`src/rtl/quint_pkg.sv`:
```
package quint_pkg;
  typedef enum logic [2:0] {
    ST_IDLE,
    ST_OPEN,
    ST_DATA,
    ST_DRAIN,
    ST_CLOSE
  } frm_state_e;
endpackage

```
`src/rtl/quint_packer.sv`:
```
// Residue register: appends octets LSB first, releases the low QW bits on emit.
module quint_packer #(
  parameter int OW       = 8,
  parameter int QW       = 5,
  parameter int RES_BITS = 12
) (
  input  logic                          clk,
  input  logic                          rst_n,
  input  logic                          take,
  input  logic [OW-1:0]                 octet,
  input  logic                          emit,
  input  logic                          drain,
  output logic [QW-1:0]                 quint,
  output logic [$clog2(RES_BITS+1)-1:0] fill,
  output logic                          have_quint,
  output logic                          last_piece,
  output logic                          room
);
  localparam int FW = $clog2(RES_BITS + 1);

  logic [RES_BITS-1:0] res_q;
  logic [RES_BITS-1:0] res_shifted;
  logic [RES_BITS-1:0] res_d;
  logic [RES_BITS-1:0] octet_wide;
  logic [FW:0]         fill_ext;
  logic [FW:0]         after_emit;
  logic [FW:0]         fill_d;

  assign fill_ext   = {1'b0, fill};
  assign have_quint = fill_ext >= (FW+1)'(QW);
  assign last_piece = fill_ext <= (FW+1)'(QW);

  // occupancy once this cycle's quintet has left (partial piece flushes to zero)
  always_comb begin
    if (!emit)                     after_emit = fill_ext;
    else if (drain && !have_quint) after_emit = '0;
    else                           after_emit = fill_ext - (FW+1)'(QW);
  end

  assign room        = (after_emit + (FW+1)'(OW)) <= (FW+1)'(RES_BITS);
  assign res_shifted = emit ? (res_q >> QW) : res_q;
  assign octet_wide  = {{(RES_BITS-OW){1'b0}}, octet};
  assign res_d       = take ? (res_shifted | (octet_wide << after_emit)) : res_shifted;
  assign fill_d      = take ? (after_emit + (FW+1)'(OW)) : after_emit;
  assign quint       = res_q[QW-1:0];

  always_ff @(posedge clk) begin
    if (!rst_n) begin
      res_q <= '0;
      fill  <= '0;
    end else begin
      res_q <= res_d;
      fill  <= fill_d[FW-1:0];
    end
  end
endmodule

```
`src/rtl/quint_framer.sv`:
```
// Frame sequencer: start strobe, data phase, padded drain, end strobe.
module quint_framer
  import quint_pkg::*;
(
  input  logic clk,
  input  logic rst_n,
  input  logic in_valid,
  input  logic in_sof,
  input  logic in_eof,
  input  logic have_quint,
  input  logic last_piece,
  input  logic room,
  input  logic ptr_last,
  output logic in_ready,
  output logic take,
  output logic emit,
  output logic drain,
  output logic open_pulse,
  output logic close_pulse
);
  frm_state_e st_q, st_d;

  assign emit        = ((st_q == ST_DATA) && have_quint) || (st_q == ST_DRAIN);
  assign drain       = (st_q == ST_DRAIN);
  assign open_pulse  = (st_q == ST_OPEN);
  assign close_pulse = (st_q == ST_CLOSE);
  assign take        = (st_q == ST_DATA) && in_valid && room;

  always_comb begin
    case (st_q)
      ST_IDLE: in_ready = !in_sof;
      ST_DATA: in_ready = room;
      default: in_ready = 1'b0;
    endcase
  end

  always_comb begin
    st_d = st_q;
    case (st_q)
      ST_IDLE:  if (in_valid && in_sof) st_d = ST_OPEN;
      ST_OPEN:  st_d = ST_DATA;
      ST_DATA:  if (take && in_eof) st_d = ST_DRAIN;
      ST_DRAIN: if (last_piece && ptr_last) st_d = ST_CLOSE;
      ST_CLOSE: st_d = ST_IDLE;
      default:  st_d = ST_IDLE;
    endcase
  end

  always_ff @(posedge clk) begin
    if (!rst_n) st_q <= ST_IDLE;
    else        st_q <= st_d;
  end
endmodule

```
`src/rtl/quint_dealer.sv`:
```
// Round-robin lane pointer and registered per-lane outputs.
module quint_dealer #(
  parameter int LANES = 4,
  parameter int QW    = 5
) (
  input  logic                  clk,
  input  logic                  rst_n,
  input  logic                  emit,
  input  logic [QW-1:0]         quint,
  input  logic                  open_pulse,
  input  logic                  close_pulse,
  output logic                  ptr_last,
  output logic [LANES-1:0]      lane_valid,
  output logic [LANES*QW-1:0]   lane_quint,
  output logic [LANES-1:0]      lane_sod,
  output logic [LANES-1:0]      lane_eod
);
  localparam int PW = $clog2(LANES);

  logic [PW-1:0] ptr_q;
  logic          sod_r;
  logic          eod_r;

  assign ptr_last = (ptr_q == PW'(LANES - 1));

  always_ff @(posedge clk) begin
    if (!rst_n) begin
      ptr_q <= '0;
      sod_r <= 1'b0;
      eod_r <= 1'b0;
    end else begin
      sod_r <= open_pulse;
      eod_r <= close_pulse;
      if (open_pulse)    ptr_q <= '0;
      else if (emit)     ptr_q <= ptr_last ? '0 : ptr_q + 1'b1;
    end
  end

  assign lane_sod = {LANES{sod_r}};
  assign lane_eod = {LANES{eod_r}};

  for (genvar g = 0; g < LANES; g++) begin : g_lane
    logic          v_r;
    logic [QW-1:0] d_r;
    logic          hit;
    assign hit = emit && (ptr_q == PW'(g));
    always_ff @(posedge clk) begin
      if (!rst_n) begin
        v_r <= 1'b0;
        d_r <= '0;
      end else begin
        v_r <= hit;
        if (hit) d_r <= quint;
      end
    end
    assign lane_valid[g]         = v_r;
    assign lane_quint[g*QW +: QW] = d_r;
  end
endmodule

```
`src/rtl/quint_splitter.sv`:
```
module quint_splitter #(
  parameter int LANES    = 4,
  parameter int QW       = 5,
  parameter int OW       = 8,
  parameter int RES_BITS = 12
) (
  input  logic                  clk,
  input  logic                  rst_n,
  input  logic                  in_valid,
  output logic                  in_ready,
  input  logic [OW-1:0]         in_data,
  input  logic                  in_sof,
  input  logic                  in_eof,
  output logic [LANES-1:0]      lane_valid,
  output logic [LANES*QW-1:0]   lane_quint,
  output logic [LANES-1:0]      lane_sod,
  output logic [LANES-1:0]      lane_eod
);
  localparam int FW = $clog2(RES_BITS + 1);

  logic          take, emit, drain, open_pulse, close_pulse;
  logic          have_quint, last_piece, room, ptr_last;
  logic [QW-1:0] quint;
  logic [FW-1:0] fill_bits;

  quint_packer #(.OW(OW), .QW(QW), .RES_BITS(RES_BITS)) u_pack (
    .clk(clk), .rst_n(rst_n), .take(take), .octet(in_data), .emit(emit),
    .drain(drain), .quint(quint), .fill(fill_bits), .have_quint(have_quint),
    .last_piece(last_piece), .room(room)
  );

  quint_framer u_frame (
    .clk(clk), .rst_n(rst_n), .in_valid(in_valid), .in_sof(in_sof),
    .in_eof(in_eof), .have_quint(have_quint), .last_piece(last_piece),
    .room(room), .ptr_last(ptr_last), .in_ready(in_ready), .take(take),
    .emit(emit), .drain(drain), .open_pulse(open_pulse),
    .close_pulse(close_pulse)
  );

  quint_dealer #(.LANES(LANES), .QW(QW)) u_deal (
    .clk(clk), .rst_n(rst_n), .emit(emit), .quint(quint),
    .open_pulse(open_pulse), .close_pulse(close_pulse), .ptr_last(ptr_last),
    .lane_valid(lane_valid), .lane_quint(lane_quint), .lane_sod(lane_sod),
    .lane_eod(lane_eod)
  );
endmodule

```
`config.mk`:
```
export PLATFORM = sky130hd
export DESIGN_NAME = quint_splitter
export DESIGN_NICKNAME = d
export VERILOG_FILES = /design/src/rtl/quint_pkg.sv /design/src/rtl/quint_packer.sv /design/src/rtl/quint_framer.sv /design/src/rtl/quint_dealer.sv /design/src/rtl/quint_splitter.sv
export SDC_FILE = /design/constraint.sdc
export NUM_CORES = 1
export LEC_CHECK = 0
export BUFFER_PORTS_ARGS = -buffer_cell sky130_fd_sc_hd__buf_2
export CAP_MARGIN = 20
export CORE_MARGIN = 10
export CORE_UTILIZATION = 40
export CTS_BUF_LIST = sky130_fd_sc_hd__clkbuf_8
export DETAILED_ROUTE_END_ITERATION = 8
export PLACE_DENSITY = 0.7
export REMOVE_ABC_BUFFERS = 1
export SYNTH_ARGS = -nofsm -noshare
export SYNTH_HDL_FRONTEND = slang
export SYNTH_HIERARCHICAL = 1
export SYNTH_SLANG_ARGS = --single-unit
```
`constraint.sdc`:
```
create_clock -name clk -period 4.8 [get_ports clk]
set_input_delay 0.48 -clock clk [delete_from_list [all_inputs] [get_ports clk]]
set_output_delay 0.48 -clock clk [all_outputs]
set_load 0.03 [all_outputs]
```
* Word-level counts from Yosys, hierarchy flattened *
Index checks and enable logic that the tools add are counted.

operators by class
  $add $sub $neg = 3
  magnitude comparators = 3
  equal/unequal tests = 10
  shift operators = 1
  multiplexer cells = 11
  bitwise gates (word level) = 2
  reduce and logical (&&, ||, !) cells = 18

operator list
  kind                                                                               count
  12-bit 2-to-1 mux                                                                  2
  12-bit OR                                                                          1
  3-bit one-hot mux with 4 select lines                                              1
  8-bit by 5-bit left shift with 12-bit output                                       1
  1-bit logical AND                                                                  11
  5-bit 2-to-1 mux                                                                   2
  3-bit 2-to-1 mux                                                                   3
  3-bit by 2-bit == test with 1-bit output (second input constant)                   2
  5-bit by 4-bit adder with 5-bit output (second input constant)                     1
  5-bit by 4-bit less-or-equal comparator with 1-bit output (second input constant)  1
  4-bit by 3-bit subtractor with 5-bit output (second input constant)                1
  2-bit == test (second input constant)                                              2
  4-bit by 3-bit >= comparator with 1-bit output (second input constant)             1
  4-bit by 3-bit less-or-equal comparator with 1-bit output (second input constant)  1
  4-bit 2-to-1 mux                                                                   1
  2-bit by 1-bit != test with 1-bit output (second input constant)                   2
  3-bit by 1-bit == test with 1-bit output (second input constant)                   1
  3-bit == test (second input constant)                                              1
  3-bit zero test                                                                    1
  3-bit AND reduction                                                                1
  2-bit by 1-bit adder with 2-bit output (second input constant)                     1
  2-bit by 1-bit == test with 1-bit output (second input constant)                   1
  1-bit zero test                                                                    2
  2-bit zero test                                                                    1
  6 further kinds                                                                    6

storage, ports and cells
  bits in registers = 47
  input bits = 13
  output and inout port bits = 33

* Longest topological paths before layout *
  word-level depth = 11
  depth in mapped cells = 18
  depth with buffers taken out = 15

* Cells and area by module *
The synthesis kept the hierarchy.

by module, submodules not included
  module        instances  cells an instance  area an instance (um^2)  sequential area each (um^2)
  quint_packer  1          186                1532.7                   320.3
  quint_dealer  1          131                1252.5                   560.5
  quint_framer  1          27                 217.7                    60.1

* Worst setup path before layout *
Ideal clock, no wire load.

  path type = register to output
  start point = reg u_pack.fill[1]
  end point = out in_ready
  data arrival time = 3.223 ns
  data required time = 4.320 ns
  path slack = 1.097 ns
  cell stages (with the launch flop) = 17
  buffers on the path = 3
  path through = dfxtp_1 -> buf_2 -> inv_1 -> ha_1 -> o31ai_4 -> nand2b_1 -> nor2_1 -> nor2_1 -> buf_4 -> nor2_1 -> a221oi_4 -> buf_4 -> nor2_1 -> nand2_1 -> a31oi_1 -> a21oi_1 -> nor3_1

between the ends
  elaborated cells on any way between the ends = 11
  those cells by class = add/sub: 2; order compare: 2; mux: 3; reduce/logical: 4

RTL lines
  item                                                       RTL line              source
  start: declaration                                         quint_packer.sv:14    output logic [$clog2(RES_BITS+1)-1:0] fill,
  start signal: assignment                                   quint_packer.sv:53    fill <= fill_d[FW-1:0];
  4-bit by 3-bit >= comparator with 1-bit output             quint_packer.sv:30    assign have_quint = fill_ext >= (FW+1)'(QW);
  net have_quint                                             quint_splitter.sv:22  logic have_quint, last_piece, room, ptr_last;
  1-bit logical AND                                          quint_framer.sv:23    assign emit = ((st_q == ST_DATA) && have_quint) || (st_q == ST_DRAIN);
  1-bit logical OR                                           quint_framer.sv:23
  net emit                                                   quint_splitter.sv:21  logic take, emit, drain, open_pulse, close_pulse;
  5-bit 2-to-1 mux                                           quint_packer.sv:35    if (!emit) after_emit = fill_ext;
  5-bit by 4-bit adder with 5-bit output                     quint_packer.sv:40    assign room = (after_emit + (FW+1)'(OW)) <= (FW+1)'(RES_BITS);
  5-bit by 4-bit less-or-equal comparator with 1-bit output  quint_packer.sv:40
  net room                                                   quint_splitter.sv:22
  1-bit one-hot mux with 2 select lines                      quint_framer.sv:30    case (st_q)
  end: declaration                                           quint_splitter.sv:10  output logic in_ready,

The timed path passes the listed nets, and every way through them passes these cells.

* Worst setup path after layout *
  start point = reg u_pack.fill[0]
  end point = out in_ready

Same word-level chain as after synthesis.

==> impl_metrics.yaml <==
run_status:
  status: "completed"
worst_setup_path:
  startpoint_type: "register"
  ff2ff_path_depth: 12
  worstPathMaxFanout: 57
  timing.rr.end: "u_pack/res_q[4]"
  path_class: "reg -> out"
  cp.required_ns: 4.32
  rrSetupSlack_ns: 0.62
  cp-end-kind: "output pin"
  cp.arrival_ns: 3.89
  reg2reg_from: "u_pack/fill[0]"
detailed_routing:
  via_per_inst: 5.52
  routedWlPerCell_um: 15.6
  ant_nets: 0
  dr_wl_met2_mm: 3.11
  drtPass1Iterations: 4
  route.detailed.drc: 0
  top_layer_used: "met4"
  totalWireLength_mm: 7.12
  met1_length_mm: 3.27
  vias: 2515
  wl_met3_um: 689
  drt-initial-drc-count: 220
placed_design:
  place_inst: 448
  port_buffers: 45
  gp_congestion: 0.913
  hpwl_mm: 5.08
grt:
  grt_usage_pct: 12.2
  grt_max_degree: 58
  overflow: 0
  grt_pass1_vias: 2328
  grt_pass1_wl_mm: 11.6
  antenna_found_initial: 0
power_and_ir_drop:
  seqPwrFrac_pct: 43.9
  p_sw_uw: 323
  clockPowerShare_pct: 31.6
  p_int_uw: 650
  powerDensity_mw_per_mm2: 303
  p_sw_share_pct: 33.2
  power_uw: 973
  irDropWorstVdd_mv: 0.134
  combPwrFrac_pct: 24.5
  p_leak_uw: 0.00125
hold_path:
  worstHoldEndpoint: "u_pack/res_q[10]"
  hold_path_class: "reg -> reg"
  worst_hold_path.num_cells: 1
  min_from: "u_pack/res_q[10]"
logic_synthesis:
  ys_async_sr_fraction_pct: 0
  synth_seq_cells: 47
  yosysTopAreaCell: "dfxtp_1"
  synthTopCellsByArea: "dfxtp_1, mux2i_1, buf_4, a21oi_1, nand3_1"
  synth_common_cells: "dfxtp_1, a21oi_1, nand3_1, buf_4, mux2i_1"
  synth_warnings: 6
  syn_area_per_cell_um2: 8.73
  ys_types: 57
  synth_edf_count: 0
  yosysMostFrequentCell: "dfxtp_1"
  synth_top_area_share_pct: 31.3
  synth_area_mm2: 0.00300
  netlist_instances: 344
  synth_ff_type: "dfxtp_1"
  ys_seq_area_share_pct: 31.3
final_layout:
  insertedDiodeCount: 0
  regArea_um2: 941
  multi_input_area_mm2: 0.00175
  fillers: 751
  stdcell_count: 456
  fin_nets: 377
  final_core_util_pct: 44.1
  layout-drive-gt1-share_pct: 23.5
  area_growth_pct: 7.17
sta:
  setup_viol: 0
  hold_viol: 0
  hold-worst-slack_ns: 0.479
  period_needed_ns: 4.37
  fin_crit_sh_pct: 91.1
  relSlewSlack_pct: 51.4
  skew_ns: 0.00884
  worst_slew_pin_slew_ns: 0.727
  fmax_mhz: 229
  rsz0062_at_grt: "false"
  drv_slew: 0
die:
  die_y_um: 107
  die_area_mm2: 0.0114
  core_mm2: 0.00729
  rows: 31
  fp.dieW_um: 107
  boundaryPins: 46
  initial_core_util_pct: 41.2
clock_tree:
  clk_latency_ns: 0.31
  cts.sink_count: 47
  clk_pin_slew_ns: 0.10
  h-tree-depth: 2
  numCtsBuffers: 5
  cts_max_path_buffers: 2
  root_buffer: "clkbuf_8"
  cts_resized: 0
  post_cts_buffers: 0
  cts_hold_buf: 0
  cts_tree: "yes"
run:
  cap_violations: 0
[registers in the layout, indices dropped and copies added, names as in the netlist]
name               count
u_deal/ptr_q           2
u_pack/res_q          12
u_deal/sod_r           1
u_deal/eod_r           1
u_frame/st_q           3
u_deal/g_lane.d_r     20
u_deal/g_lane.v_r      4
u_pack/fill            4
[cells in the final DEF (no fill, tap or decap), types with 3 or more instances in the layout]
master     n
a211oi_1   5
a21bo_1   11
a21bo_2    9
a21o_1     3
a21oi_1   31
a31oi_1    3
and2_1     6
and3_1     5
and4_1     3
buf_2     45
buf_4      3
clkbuf_8   5
dfxtp_1   47
ha_1       8
inv_1     10
mux2_2     5
mux2i_1   24
nand2_1   18
nand2b_1   7
nand3_1   28
nor2_1    12
nor2b_1    3
nor3_1     8
o211ai_1   4
o21a_1     3
o21ai_0   10
[critical path, cell delays in order, from the launching register on]
cell and delay, ns:
dfxtp_1 0.76, ha_1 0.39, o31ai_4 0.13, nand2b_1 0.10
nor2_1 0.06, nor2_4 0.34, buf_4 0.55, o211ai_2 0.42
a31oi_1 0.35, a21oi_1 0.11, nor3_1 0.14, buf_2 0.23
[worst max-delay path by stage]
stage	start	end	slack, ns	cells after the start
global route	u_pack/fill[0]	in_ready	0.11	11
global placement	u_pack/fill[0]	u_pack/res_q[4]	0.86	13
detailed placement	u_pack/fill[0]	u_pack/res_q[4]	0.71	12
finish	u_pack/fill[0]	in_ready	0.43	11
CTS	u_pack/fill[0]	in_ready	0.46	11
floorplan	u_pack/fill[0]	in_ready	-1.43	12
[stage by stage]
stage               worst slack, ns  cell area (um2)  setup TNS, ns
finish                        0.429             3220              0
global route                  0.110             3220              0
CTS                           0.457             3220              0
detailed placement            0.712             3100              0
global placement              0.856             3100              0
floorplan                     -1.43             2720         -16.17
[cell families (layout without fill, tap and decap cells)]
family	after synthesis	after routing	synth area share [%]
compound gates	100	100	25.1
xor+xnor	2	2	0.583
mux	30	30	10.4
simple gates	104	104	18.7
fa+ha+maj	8	8	3.33
flops	47	47	31.3
buf+inv	53	66	10.5
[power by group through the flow]
stage / clock network (uW) / registers, uW / logic (uW)
after floorplan: 0 / 436 / 167
after global placement: 0 / 435 / 231
after detailed placement: 0 / 436 / 234
after CTS: 315 / 427 / 235
after global routing: 330 / 431 / 262
final: 307 / 427 / 239
[layout make-up]
cell class                      count  share of cell area (%)
Sequential cell                    47                    29.2
Tap cell                           99                    3.85
Clock inverter                      3                    1.44
Clock buffer                        5                    2.14
Multi-Input combinational cell    244                    54.5
Inverter                           10                    1.17
Timing Repair Buffer               48                    7.70
[layer usage]
layer / vias to the layer above / track usage (%)
met5: - / 0
met1: 1171 / 16.1
met3: 5 / 4.49
met4: 0 / 3.87
li1: 1247 / -
met2: 92 / 17.9
Power figures use the tool's default switching activity.
